<file path="config.mk">
export PLATFORM = sky130hd
export DESIGN_NAME = l3w_master
export DESIGN_NICKNAME = d
export VERILOG_FILES = /design/src/rtl/l3w_pkg.sv /design/src/rtl/l3w_phase_timer.sv /design/src/rtl/l3w_shift_reg.sv /design/src/rtl/l3w_ctrl.sv /design/src/rtl/l3w_master.sv
export SDC_FILE = /design/constraint.sdc
export NUM_CORES = 1
export LEC_CHECK = 0
export BUFFER_PORTS_ARGS = -buffer_cell sky130_fd_sc_hd__buf_4
export CORE_MARGIN = 2
export CORE_UTILIZATION = 45
export DETAILED_ROUTE_END_ITERATION = 8
export PLACE_DENSITY = 0.65
export SYNTH_ARGS = -nofsm -noshare
export SYNTH_HDL_FRONTEND = slang
export SYNTH_SLANG_ARGS = --single-unit
</file>
<file path="constraint.sdc">
create_clock -name clk_i -period 1.9 [get_ports clk_i]
set_input_delay 0.38 -clock clk_i [delete_from_list [all_inputs] [get_ports clk_i]]
set_output_delay 0.38 -clock clk_i [all_outputs]
set_load 0.1 [all_outputs]
</file>
<file path="src/rtl/l3w_pkg.sv">
package l3w_pkg;
  localparam int unsigned BYTE_BITS = 8;

  typedef enum logic [1:0] {
    ST_IDLE  = 2'd0,
    ST_SETUP = 2'd1,
    ST_LOW   = 2'd2,
    ST_HIGH  = 2'd3
  } l3w_state_e;
endpackage

</file>
<file path="src/rtl/l3w_phase_timer.sv">
module l3w_phase_timer #(
  parameter int unsigned W = 8
) (
  input  logic         clk_i,
  input  logic         rst_ni,
  input  logic         load_i,
  input  logic [W-1:0] load_val_i,
  output logic         zero_o
);
  logic [W-1:0] cnt_q;

  always_ff @(posedge clk_i or negedge rst_ni) begin
    if (!rst_ni)              cnt_q <= '0;
    else if (load_i)          cnt_q <= load_val_i;
    else if (cnt_q != '0)     cnt_q <= cnt_q - 1'b1;
  end

  assign zero_o = (cnt_q == '0);


  timer_hold_chk: assert property (@(posedge clk_i) disable iff (!rst_ni)
    (zero_o && !load_i) |=> zero_o);
endmodule

</file>
<file path="src/rtl/l3w_shift_reg.sv">
module l3w_shift_reg #(
  parameter int unsigned NBITS = 8
) (
  input  logic             clk_i,
  input  logic             rst_ni,
  input  logic             load_i,
  input  logic [NBITS-1:0] data_i,
  input  logic             adv_i,
  output logic             bit_o,
  output logic             last_o
);
  localparam int unsigned CW = (NBITS > 1) ? $clog2(NBITS) : 1;
  localparam logic [CW-1:0] LAST_IDX = CW'(NBITS - 1);

  logic [NBITS-1:0] sh_q;
  logic [CW-1:0]    idx_q;

  always_ff @(posedge clk_i or negedge rst_ni) begin
    if (!rst_ni) begin
      sh_q  <= '0;
      idx_q <= '0;
    end else if (load_i) begin
      sh_q  <= data_i;
      idx_q <= '0;
    end else if (adv_i) begin
      sh_q  <= sh_q >> 1;  // lsb first
      idx_q <= idx_q + 1'b1;
    end
  end

  assign bit_o  = sh_q[0];
  assign last_o = (idx_q == LAST_IDX);


  no_adv_past_last_chk: assert property (@(posedge clk_i) disable iff (!rst_ni)
    (adv_i && !load_i) |-> !last_o);
endmodule

</file>
<file path="src/rtl/l3w_ctrl.sv">
module l3w_ctrl
  import l3w_pkg::*;
(
  input  logic       clk_i,
  input  logic       rst_ni,
  input  logic       start_i,
  input  logic       tmr_zero_i,
  input  logic       last_bit_i,
  output logic       tmr_load_o,
  output logic       tmr_setup_o,
  output logic       cap_o,
  output logic       adv_o,
  output l3w_state_e state_o,
  output logic       done_o
);
  l3w_state_e state_q, state_d;
  logic       done_q;

  always_comb begin
    state_d     = state_q;
    tmr_load_o  = 1'b0;
    tmr_setup_o = 1'b0;
    cap_o       = 1'b0;
    adv_o       = 1'b0;
    unique case (state_q)
      ST_IDLE: if (start_i) begin
        state_d     = ST_SETUP;
        tmr_load_o  = 1'b1;
        tmr_setup_o = 1'b1;
        cap_o       = 1'b1;
      end
      ST_SETUP: if (tmr_zero_i) begin
        state_d    = ST_LOW;
        tmr_load_o = 1'b1;
      end
      ST_LOW: if (tmr_zero_i) begin
        state_d    = ST_HIGH;
        tmr_load_o = 1'b1;
      end
      ST_HIGH: if (tmr_zero_i) begin
        if (last_bit_i) state_d = ST_IDLE;
        else begin
          state_d    = ST_LOW;
          tmr_load_o = 1'b1;
          adv_o      = 1'b1;
        end
      end
      default: state_d = ST_IDLE;
    endcase
  end

  always_ff @(posedge clk_i or negedge rst_ni) begin
    if (!rst_ni) begin
      state_q <= ST_IDLE;
      done_q  <= 1'b0;
    end else begin
      state_q <= state_d;
      done_q  <= (state_q == ST_HIGH) && (state_d == ST_IDLE);
    end
  end

  assign state_o = state_q;
  assign done_o  = done_q;


  busy_ignore_chk: assert property (@(posedge clk_i) disable iff (!rst_ni)
    (state_q != ST_IDLE) |=> (state_q != ST_SETUP) || $past(state_q == ST_SETUP));
endmodule

</file>
<file path="src/rtl/l3w_master.sv">
module l3w_master
  import l3w_pkg::*;
#(
  parameter int unsigned SETUP_CYCLES       = 20,
  parameter int unsigned HALF_PERIOD_CYCLES = 50
) (
  input  logic       clk_i,
  input  logic       rst_ni,
  input  logic       start_i,
  input  logic [7:0] byte_i,
  input  logic       mode_i,
  output logic       mode_o,
  output logic       bus_clk_o,
  output logic       dat_o,
  output logic       busy_o,
  output logic       done_o
);
  localparam int unsigned MAXC = (SETUP_CYCLES > HALF_PERIOD_CYCLES) ? SETUP_CYCLES
                                                                     : HALF_PERIOD_CYCLES;
  localparam int unsigned TW = $clog2(MAXC + 1);
  localparam logic [TW-1:0] SETUP_LD = TW'(SETUP_CYCLES - 1);
  localparam logic [TW-1:0] HALF_LD  = TW'(HALF_PERIOD_CYCLES - 1);

  l3w_state_e  state;
  logic        tmr_load, tmr_setup, tmr_zero, cap, adv, sh_bit, last_bit;
  logic        mode_q;
  logic [TW-1:0] tmr_val;

  assign tmr_val = tmr_setup ? SETUP_LD : HALF_LD;

  l3w_ctrl u_ctrl (
    .clk_i      (clk_i),
    .rst_ni     (rst_ni),
    .start_i    (start_i),
    .tmr_zero_i (tmr_zero),
    .last_bit_i (last_bit),
    .tmr_load_o (tmr_load),
    .tmr_setup_o(tmr_setup),
    .cap_o      (cap),
    .adv_o      (adv),
    .state_o    (state),
    .done_o     (done_o)
  );

  l3w_phase_timer #(.W(TW)) u_timer (
    .clk_i     (clk_i),
    .rst_ni    (rst_ni),
    .load_i    (tmr_load),
    .load_val_i(tmr_val),
    .zero_o    (tmr_zero)
  );

  l3w_shift_reg #(.NBITS(BYTE_BITS)) u_shift (
    .clk_i (clk_i),
    .rst_ni(rst_ni),
    .load_i(cap),
    .data_i(byte_i),
    .adv_i (adv),
    .bit_o (sh_bit),
    .last_o(last_bit)
  );

  always_ff @(posedge clk_i or negedge rst_ni) begin
    if (!rst_ni)  mode_q <= 1'b1;
    else if (cap) mode_q <= mode_i;
  end

  assign busy_o    = (state != ST_IDLE);
  assign mode_o    = busy_o ? mode_q : 1'b1;
  assign bus_clk_o = (state != ST_LOW);
  assign dat_o     = ((state == ST_LOW) || (state == ST_HIGH)) ? sh_bit : 1'b0;


  done_pulse_chk: assert property (@(posedge clk_i) disable iff (!rst_ni)
    done_o |=> !done_o);

  busy_done_chk: assert property (@(posedge clk_i) disable iff (!rst_ni)
    $fell(busy_o) |-> done_o);

  data_edge_chk: assert property (@(posedge clk_i) disable iff (!rst_ni)
    (busy_o && !$stable(dat_o)) |-> !bus_clk_o);

  mode_hold_chk: assert property (@(posedge clk_i) disable iff (!rst_ni)
    (busy_o && $past(busy_o)) |-> $stable(mode_o));

  idle_lines_chk: assert property (@(posedge clk_i) disable iff (!rst_ni)
    !busy_o |-> (mode_o && bus_clk_o && !dat_o));
endmodule

</file>
==> flow_summary.html, run 1 <==
<table>
<tr><th>Metric</th><th>Value</th></tr>
<tr><th colspan="2">Clock network</th></tr>
<tr><td>Number of clock buffers inserted by TritonCTS</td><td>3</td></tr>
<tr><td>Number of sinks on the clock net</td><td>21</td></tr>
<tr><td>Library cell used as clock root buffer</td><td>sky130_fd_sc_hd__clkbuf_4</td></tr>
<tr><td>Count of H-tree levels built during CTS</td><td>1</td></tr>
<tr><td>Clock transition at the register clock pins on the worst setup and hold paths after CTS</td><td>0.12 ns</td></tr>
<tr><td>Number of buffers between clock root and the deepest sink</td><td>2</td></tr>
<tr><td>CTS tree</td><td>built</td></tr>
<tr><td>Skew-Pair Late Insertion Delay</td><td>0.31 ns</td></tr>
<tr><th colspan="2">Die</th></tr>
<tr><td>Num rows</td><td>18</td></tr>
<tr><td>Io pins</td><td>17</td></tr>
<tr><td>Horiz. Die Dim</td><td>~56 um</td></tr>
<tr><td>Floorplan die height</td><td>approximately 56 um</td></tr>
<tr><td>Core area</td><td>0.00250 mm^2</td></tr>
<tr><td>Initial core utilization</td><td>between 40 and 50%</td></tr>
<tr><td>Die area</td><td>around 0.0031 mm^2</td></tr>
<tr><th colspan="2">Worst setup path</th></tr>
<tr><td>End of the worst register-to-register path</td><td>u_shift.sh_q[1]</td></tr>
<tr><td>Signal arrival time at the worst endpoint</td><td>1.48 ns</td></tr>
<tr><td>Crit end category</td><td>output pin</td></tr>
<tr><td>Type of element launching the critical path</td><td>register</td></tr>
<tr><td>Reg2reg path depth</td><td>7</td></tr>
<tr><td>CP max stage delay</td><td>between 0.4 and 0.5 ns</td></tr>
<tr><td>Largest fanout of any net on the critical path</td><td>4</td></tr>
<tr><td>Worst setup path class</td><td>reg2out</td></tr>
<tr><td>Beginning of the worst register-to-register path</td><td>u_shift.idx_q[0]</td></tr>
<tr><td>Reg2Reg Setup Slack</td><td>~0.16 ns</td></tr>
<tr><td>Cell with the largest stage delay on the worst path</td><td>sky130_fd_sc_hd__dfrtp_1</td></tr>
<tr><td>Data required time of the worst path</td><td>between 1.5 and 2 ns</td></tr>
<tr><td>Cells along the critical path</td><td>buf_4, ha_2, o21a_1, buf_12</td></tr>
<tr><th colspan="2">Global routing</th></tr>
<tr><td>GRT Total Usage</td><td>between 10% and 20%</td></tr>
<tr><td>Vias in the first global route</td><td>~950</td></tr>
<tr><td>Initial antenna violation count</td><td>0</td></tr>
<tr><td>Maximum number of pins on one net before global-route repair</td><td>22</td></tr>
<tr><td>Wire length of the first global-routing pass</td><td>between 4000 and 5000 um</td></tr>
<tr><td>Global route total overflow</td><td>0</td></tr>
<tr><th colspan="2">Pwr</th></tr>
<tr><td>Share of power burned in the clock network</td><td>between 30% and 40%</td></tr>
<tr><td>Internal power summed over all cells</td><td>~0.00054 W</td></tr>
<tr><td>Share of power burned in registers</td><td>a little under two thirds</td></tr>
<tr><td>Share of total power in combinational logic</td><td>4.1%</td></tr>
<tr><td>Net switching power of the design</td><td>approximately 0.00016 W</td></tr>
<tr><td>Switching Share</td><td>roughly 23%</td></tr>
<tr><td>Standby leakage power</td><td>a little under 0.7 nW</td></tr>
<tr><td>Power density cells</td><td>~480 mW/mm^2</td></tr>
<tr><td>Largest voltage drop on the vdd net</td><td>between 0.3 and 0.4 mV</td></tr>
<tr><th colspan="2">Run status</th></tr>
<tr><td>Status</td><td>completed</td></tr>
<tr><th colspan="2">Detailed routing</th></tr>
<tr><td>Drt first pass iters</td><td>4</td></tr>
<tr><td>Via count</td><td>around 870</td></tr>
<tr><td>Number of DRC markers after the initial detailed-route iteration</td><td>10</td></tr>
<tr><td>Post-DRT Antenna Nets</td><td>0</td></tr>
<tr><td>Final routed DRC violation total</td><td>0</td></tr>
<tr><td>Avg WL per Cell</td><td>around 14 um</td></tr>
<tr><td>Total Routed Length</td><td>2360 um</td></tr>
<tr><td>Mean number of vias per cell</td><td>approximately 5.1</td></tr>
<tr><th colspan="2">Yosys</th></tr>
<tr><td>Synth Area in Adders</td><td>~8.4%</td></tr>
<tr><td>Post-Synthesis Net Count</td><td>~140</td></tr>
<tr><td>Synth Area in Compound Gates</td><td>13.3%</td></tr>
<tr><td>Post-synthesis simple-gate area fraction</td><td>around a fifth</td></tr>
<tr><td>Part of the Yosys area used for sequential elements</td><td>~44%</td></tr>
<tr><td>Post-synthesis cell type count</td><td>38</td></tr>
<tr><td>Number of warnings printed during yosys synthesis</td><td>0</td></tr>
<tr><td>Average cell area after synthesis</td><td>~10 um^2</td></tr>
<tr><td>XOR/XNOR share of the synthesized area</td><td>around 2.9%</td></tr>
<tr><td>Ranking of synthesized cells by area</td><td>sky130_fd_sc_hd__dfrtp_1, sky130_fd_sc_hd__ha_1, sky130_fd_sc_hd__mux2i_1</td></tr>
<tr><td>Count of mapped cells out of synthesis</td><td>about 120</td></tr>
<tr><td>Cell area after synthesis</td><td>0.00120 mm^2</td></tr>
<tr><td>Count of flip-flops with a built-in enable after synthesis</td><td>0</td></tr>
<tr><td>Number of register bits inferred by synthesis</td><td>21</td></tr>
<tr><td>Portion of synthesized cell area occupied by the leading cell type</td><td>between 40% and 50%</td></tr>
<tr><td>Multiplexer share of the synthesized area</td><td>under 10%</td></tr>
<tr><td>Post-synth top area cell</td><td>sky130_fd_sc_hd__dfrtp_1</td></tr>
<tr><td>Async SR Flop Fraction</td><td>100%</td></tr>
<tr><td>Largest family of logic cells by synthesized area</td><td>simple AND/OR/NAND/NOR gates</td></tr>
<tr><td>Flip-flop cell with the highest count after synthesis</td><td>sky130_fd_sc_hd__dfrtp_1</td></tr>
<tr><th colspan="2">Min path</th></tr>
<tr><td>Hold/Removal Path Class</td><td>in2reg</td></tr>
<tr><td>Hold worst-path end</td><td>mode_q</td></tr>
<tr><td>Startpoint of the most critical hold path</td><td>mode_i</td></tr>
<tr><td>Number of cells traversed by the worst hold path</td><td>3</td></tr>
<tr><th colspan="2">Finish</th></tr>
<tr><td>Most common cell after layout, fill and taps aside</td><td>sky130_fd_sc_hd__buf_4</td></tr>
<tr><td>Post-route cell area</td><td>0.00147 mm^2</td></tr>
<tr><td>Layout cell share with drive strength beyond 1</td><td>a little under a third</td></tr>
<tr><td>N_diodes</td><td>0</td></tr>
<tr><td>Most frequent cells in the layout</td><td>sky130_fd_sc_hd__buf_4, sky130_fd_sc_hd__dfrtp_1, sky130_fd_sc_hd__nand2_1</td></tr>
<tr><td>Core Util, Final</td><td>58.7%</td></tr>
<tr><td>Net total in the final layout</td><td>approximately 160</td></tr>
<tr><td>Synth-to-Final Area Change</td><td>22.6%</td></tr>
<tr><td>Fill count</td><td>223</td></tr>
<tr><th colspan="2">STA</th></tr>
<tr><td>Slew at the pin with the worst max-slew slack</td><td>roughly 0.33 ns</td></tr>
<tr><td>Skew final</td><td>0.00261 ns</td></tr>
<tr><td>Worst max-slew margin expressed relative to the limit</td><td>slightly below 80%</td></tr>
<tr><td>Shortest period the worst path allows</td><td>roughly 1.9 ns</td></tr>
<tr><td>Timing-limited maximum frequency</td><td>approximately 540 MHz</td></tr>
<tr><td>Number of failing setup endpoints in the final timing report</td><td>0</td></tr>
<tr><td>Final Hold Viols</td><td>0</td></tr>
<tr><td>Number of pins with negative max-slew slack in the final report</td><td>0</td></tr>
<tr><td>Final period util</td><td>a little over nine tenths</td></tr>
<tr><td>RSZ-0062 raised after global routing</td><td>true</td></tr>
<tr><th colspan="2">Place</th></tr>
<tr><td>Detailed-placement wirelength estimate</td><td>~1700 um</td></tr>
<tr><td>Quantity of I/O buffers inserted on ports</td><td>16</td></tr>
<tr><td>Routability cong.</td><td>0.849</td></tr>
<tr><td>Placed Area</td><td>roughly 0.0014 mm^2</td></tr>
<tr><th colspan="2">Run</th></tr>
<tr><td>Number of maximum-capacitance constraint violations</td><td>0</td></tr>
</table>
## power groups by stage
stage | combinational, W | clock, W | sequential [W]
after floorplan | 0.00000124 | 0 | 0.000456
after global placement | 0.0000284 | 0 | 0.000455
after detailed placement | 0.0000283 | 0 | 0.000455
after CTS | 0.0000300 | 0.000235 | 0.000447
after global routing | 0.0000333 | 0.000250 | 0.000447
final | 0.0000287 | 0.000225 | 0.000447
## Yosys cell counts (2+ instances only)
library cell / instances
sky130_fd_sc_hd__nand2b_1: 2
sky130_fd_sc_hd__dfrtp_1: 20
sky130_fd_sc_hd__clkbuf_1: 2
sky130_fd_sc_hd__xnor2_1: 2
sky130_fd_sc_hd__xor2_1: 2
sky130_fd_sc_hd__nor3_2: 2
sky130_fd_sc_hd__inv_1: 6
sky130_fd_sc_hd__mux2i_1: 9
sky130_fd_sc_hd__o21ai_1: 8
sky130_fd_sc_hd__a21oi_1: 4
sky130_fd_sc_hd__ha_1: 8
sky130_fd_sc_hd__nand2_1: 15
sky130_fd_sc_hd__o31ai_2: 2
sky130_fd_sc_hd__nor2b_1: 2
sky130_fd_sc_hd__nand3_1: 3
sky130_fd_sc_hd__nor2_1: 6
## metrics by stage
stage	std cells	TNS [ns]	setup slack [ns]	total power, W	hold slack [ns]
final	170	0	0.0394	0.000700	0.243
after detailed placement	162	0	0.179	0.000484	0.285
after global placement	162	0	0.199	0.000484	0.284
after global routing	170	-0.00607	-0.00607	0.000730	0.235
after CTS	169	0	0.00785	0.000712	0.234
after floorplan	115	0	0.0707	0.000457	0.0844
## worst max-delay path by stage
stage	start	endpoint	slack (ns)	cells past startpoint
global route	u_ctrl.state_o[1]	dat_o	-0.006	4
global placement	u_shift.idx_q[0]	u_shift.sh_q[6]	0.20	7
finish	u_ctrl.state_o[1]	dat_o	0.04	4
floorplan	u_ctrl.state_o[1]	mode_o	0.07	3
CTS	u_ctrl.state_o[0]	dat_o	0.008	4
detailed placement	u_shift.idx_q[0]	u_shift.sh_q[1]	0.18	7
## cell families after synthesis
logic type / Yosys count
simple gates: 41
buf+inv: 9
compound gates: 23
xor+xnor: 4
mux: 9
flops: 21
fa+ha+maj: 8
## critical path: cells and delay by family, from the launching register on
| kind | cells | cell delay, ns |
|---|---|---|
| DFF | 1 | 0.45 |
| adders and majority gates | 1 | 0.18 |
| buffers and inverters | 2 | 0.32 |
| AOI/OAI and AO/OA | 1 | 0.22 |
## what timing repair did
item / CTS / global route
setup endpoints to repair: 2 / 2
buffers inserted: 2 / 1
cloned: 0 / 0
hold buffers: 1 / 0
resized for setup: 3 / 8
hold endpoints to repair: 20 / 0
pin swaps: 0 / 1
## sequential cells by signal, indices dropped and copies added (netlist names)
register / cells
u_shift.sh_q: 8
u_ctrl.state_o: 2
mode_q: 1
u_ctrl.done_o: 1
u_shift.idx_q: 3
u_timer.cnt_q: 6
## per-layer routing
layer / part of all wire [%] / wire length (um) / track usage, % / vias to the layer above
met1: 49 / 1150 / 23.2 / 404
met2: 46 / 1080 / 25.9 / 16
met4: 1.3 / 31 / 8.01 / 0
met5: 0 / 0 / 0 / -
li1: - / - / - / 449
met3: 3.9 / 91 / 3.04 / 2
## cell type report
cell class | instances | area (um^2) | share of cell area (%)
clock buffers | 3 | 22.5 | 1.54
clock inverters | 1 | 5.00 | 0.341
inverters | 6 | 22.5 | 1.54
multi-input cells | 85 | 649 | 44.3
flip-flops and latches | 21 | 527 | 35.9
well taps | 30 | 37.5 | 2.56
repair buffers | 24 | 203 | 13.8
Note: power is estimated with default switching activity, not from simulation.
==> inputs of run 2 (changes only) <==
Settings changed: REMOVE_ABC_BUFFERS from default to 1.
==> flow_summary.html, run 2 (same netlist as run 1, synthesis figures left out) <==
<table>
<tr><th>Metric</th><th>Value</th></tr>
<tr><th colspan="2">Global routing</th></tr>
<tr><td>Wire length of the first global-routing pass</td><td>4220 um</td></tr>
<tr><td>Global route total overflow</td><td>0</td></tr>
<tr><td>Maximum number of pins on one net before global-route repair</td><td>22</td></tr>
<tr><td>Gr busiest metal</td><td>met2</td></tr>
<tr><td>Initial antenna violation count</td><td>0</td></tr>
<tr><td>GRT Total Usage</td><td>between 10% and 20%</td></tr>
<tr><td>Routing usage on met3</td><td>2.11%</td></tr>
<tr><td>Met2 Resource Use GR</td><td>29.1%</td></tr>
<tr><td>Vias in the first global route</td><td>roughly 910</td></tr>
<tr><td>Met1 Usage GRT</td><td>a little under a quarter</td></tr>
<tr><th colspan="2">Worst setup path</th></tr>
<tr><td>Signal arrival time at the worst endpoint</td><td>around 1.5 ns</td></tr>
<tr><td>Cells along the critical path</td><td>ha_2, buf_4, o21a_1, buf_12</td></tr>
<tr><td>Worst setup path class</td><td>reg2out</td></tr>
<tr><td>Delay-heaviest family, CP</td><td>flip-flops</td></tr>
<tr><td>Data required time of the worst path</td><td>~1.5 ns</td></tr>
<tr><td>Cell with the largest stage delay on the worst path</td><td>sky130_fd_sc_hd__dfrtp_2</td></tr>
<tr><td>Largest fanout of any net on the critical path</td><td>5</td></tr>
<tr><td>Type of element launching the critical path</td><td>register</td></tr>
<tr><td>CP max stage delay</td><td>roughly 0.46 ns</td></tr>
<tr><td>Crit end category</td><td>output pin</td></tr>
<tr><td>Critical path buffer and inverter count</td><td>2</td></tr>
<tr><th colspan="2">Die</th></tr>
<tr><td>Floorplan die height</td><td>about 56 um</td></tr>
<tr><td>Die area</td><td>0.00309 mm^2</td></tr>
<tr><td>Num rows</td><td>18</td></tr>
<tr><td>Io pins</td><td>17</td></tr>
<tr><td>Horiz. Die Dim</td><td>between 50 and 60 um</td></tr>
<tr><td>Initial core utilization</td><td>47.8%</td></tr>
<tr><td>Core area</td><td>~0.0025 mm^2</td></tr>
<tr><th colspan="2">Pwr</th></tr>
<tr><td>Share of power burned in registers</td><td>between 60% and 70%</td></tr>
<tr><td>Switching Share</td><td>between 20% and 30%</td></tr>
<tr><td>Power density cells</td><td>around 480 mW/mm^2</td></tr>
<tr><td>Share of power burned in the clock network</td><td>31.9%</td></tr>
<tr><td>Internal power summed over all cells</td><td>approximately 0.00054 W</td></tr>
<tr><td>Net switching power of the design</td><td>approximately 0.00016 W</td></tr>
<tr><td>Standby leakage power</td><td>0.688 nW</td></tr>
<tr><td>Share of total power in combinational logic</td><td>under 10%</td></tr>
<tr><td>Largest voltage drop on the vdd net</td><td>around 0.45 mV</td></tr>
<tr><th colspan="2">Detailed routing</th></tr>
<tr><td>Final routed DRC violation total</td><td>0</td></tr>
<tr><td>Avg WL per Cell</td><td>approximately 14 um</td></tr>
<tr><td>Mean number of vias per cell</td><td>about 5.2</td></tr>
<tr><td>Post-DRT Antenna Nets</td><td>0</td></tr>
<tr><td>Drt first pass iters</td><td>4</td></tr>
<tr><td>Total Routed Length</td><td>2420 um</td></tr>
<tr><td>Number of DRC markers after the initial detailed-route iteration</td><td>16</td></tr>
<tr><td>Via count</td><td>approximately 880</td></tr>
<tr><th colspan="2">STA</th></tr>
<tr><td>Number of pins with negative max-slew slack in the final report</td><td>0</td></tr>
<tr><td>Final period util</td><td>around 97%</td></tr>
<tr><td>Hold slack final</td><td>0.250 ns</td></tr>
<tr><td>Number of failing setup endpoints in the final timing report</td><td>0</td></tr>
<tr><td>Skew final</td><td>approximately 0.0021 ns</td></tr>
<tr><td>Final Hold Viols</td><td>0</td></tr>
<tr><td>RSZ-0062 raised after global routing</td><td>true</td></tr>
<tr><td>Timing-limited maximum frequency</td><td>541 MHz</td></tr>
<tr><td>Worst max-slew margin expressed relative to the limit</td><td>between 70 and 80%</td></tr>
<tr><td>Final TNS setup</td><td>0 ns</td></tr>
<tr><td>Shortest period the worst path allows</td><td>1.85 ns</td></tr>
<tr><td>Slew at the pin with the worst max-slew slack</td><td>between 0.3 and 0.4 ns</td></tr>
<tr><th colspan="2">Finish</th></tr>
<tr><td>Post-route cell area</td><td>approximately 0.0015 mm^2</td></tr>
<tr><td>Largest registers in the final layout</td><td>u_shift.sh_q (8), u_timer.cnt_q (6), u_shift.idx_q (3)</td></tr>
<tr><td>Layout cell share with drive strength beyond 1</td><td>between 20% and 30%</td></tr>
<tr><td>Most frequent cells in the layout</td><td>sky130_fd_sc_hd__buf_4, sky130_fd_sc_hd__dfrtp_1, sky130_fd_sc_hd__nand2_1</td></tr>
<tr><td>Register bank with the most flops</td><td>u_shift.sh_q</td></tr>
<tr><td>Core Util, Final</td><td>58.3%</td></tr>
<tr><td>Flip-flop count of the largest register, all copies and words added</td><td>8</td></tr>
<tr><td>Number of non-filler instances in the completed layout</td><td>about 170</td></tr>
<tr><td>Fill count</td><td>~210</td></tr>
<tr><td>N_diodes</td><td>0</td></tr>
<tr><td>Net total in the final layout</td><td>between 150 and 200</td></tr>
<tr><td>Synth-to-Final Area Change</td><td>21.8%</td></tr>
<tr><th colspan="2">Run</th></tr>
<tr><td>Number of maximum-capacitance constraint violations</td><td>0</td></tr>
<tr><th colspan="2">Place</th></tr>
<tr><td>Routability cong.</td><td>between 0.8 and 0.9</td></tr>
<tr><td>Placed Area</td><td>~0.0014 mm^2</td></tr>
<tr><td>Quantity of I/O buffers inserted on ports</td><td>16</td></tr>
<tr><td>Number of placed instances, taps included</td><td>approximately 160</td></tr>
<tr><td>Detailed-placement wirelength estimate</td><td>between 1500 and 2000 um</td></tr>
<tr><th colspan="2">Clock network</th></tr>
<tr><td>Number of sinks on the clock net</td><td>21</td></tr>
<tr><td>Number of clock buffers inserted by TritonCTS</td><td>3</td></tr>
<tr><td>CTS tree</td><td>built</td></tr>
<tr><td>Library cell used as clock root buffer</td><td>sky130_fd_sc_hd__clkbuf_4</td></tr>
<tr><td>Clock transition at the register clock pins on the worst setup and hold paths after CTS</td><td>between 0.1 and 0.15 ns</td></tr>
<tr><td>Number of buffers between clock root and the deepest sink</td><td>2</td></tr>
<tr><td>Count of H-tree levels built during CTS</td><td>1</td></tr>
<tr><td>Skew-Pair Late Insertion Delay</td><td>0.30 ns</td></tr>
<tr><th colspan="2">Run status</th></tr>
<tr><td>Status</td><td>completed</td></tr>
<tr><th colspan="2">Min path</th></tr>
<tr><td>Hold/Removal Path Class</td><td>in2reg</td></tr>
</table>
-- run 2: power by group through the flow --
stage                       logic, W  registers, W  clock network [W]
after floorplan           0.00000124      0.000456                  0
after global placement     0.0000273      0.000455                  0
after detailed placement   0.0000281      0.000455                  0
after CTS                  0.0000299      0.000447           0.000231
after global routing       0.0000327      0.000447           0.000254
final                      0.0000288      0.000447           0.000223
-- run 2: final timing paths --
check,to,from,slack [ns],depth (start not counted)
setup reg to reg,u_shift.sh_q[4],u_shift.idx_q[0],0.16,6
max in group asynchronous,mode_q,rst_ni,1.15,2
hold reg to reg,mode_q,mode_q,0.47,2
setup / recovery,dat_o,u_ctrl.state_o[1],0.05,4
hold / removal,mode_q,mode_i,0.25,3
min in group asynchronous,u_timer.cnt_q[2],rst_ni,0.47,2
-- run 2: area by class of cell --
class | instances | area, um^2 | share of cell area (%)
well taps | 30 | 37.5 | 2.58
repair buffers | 22 | 184 | 12.6
inverters | 6 | 22.5 | 1.55
flip-flops and latches | 21 | 528 | 36.3
clock inverters | 1 | 5.00 | 0.344
multi-input cells | 85 | 657 | 45.1
clock buffers | 3 | 22.5 | 1.55
-- run 2: worst register-to-register path, stage by stage (launching register included) --
cell	delay, ns
sky130_fd_sc_hd__dfrtp_1	0.42
sky130_fd_sc_hd__ha_1	0.20
sky130_fd_sc_hd__ha_1	0.20
sky130_fd_sc_hd__nor2b_1	0.28
sky130_fd_sc_hd__nand3_4	0.24
sky130_fd_sc_hd__mux2i_1	0.23
sky130_fd_sc_hd__o21ai_1	0.08
-- run 2: metal layers --
metal | vias to the layer above | routed length (um)
met1 | 411 | 1150
met5 | - | 0
met3 | 2 | 85
li1 | 440 | -
met4 | 0 | 15
met2 | 22 | 1160
-- run 2: timing repair --
item	4_1_cts	5_1_grt
pin swaps	0	2
endpoints found under the hold margin	20	0
resized for setup	4	7
setup buffers	1	0
setup endpoints to repair	3	5
hold buffers	1	0
-- run 2: metrics by stage --
stage	worst slack (ns)	power, W
floorplan	0.0707	0.000457
global placement	0.182	0.000483
detailed placement	0.0928	0.000483
CTS	0.0116	0.000708
global route	-0.0107	0.000734
finish	0.0519	0.000699
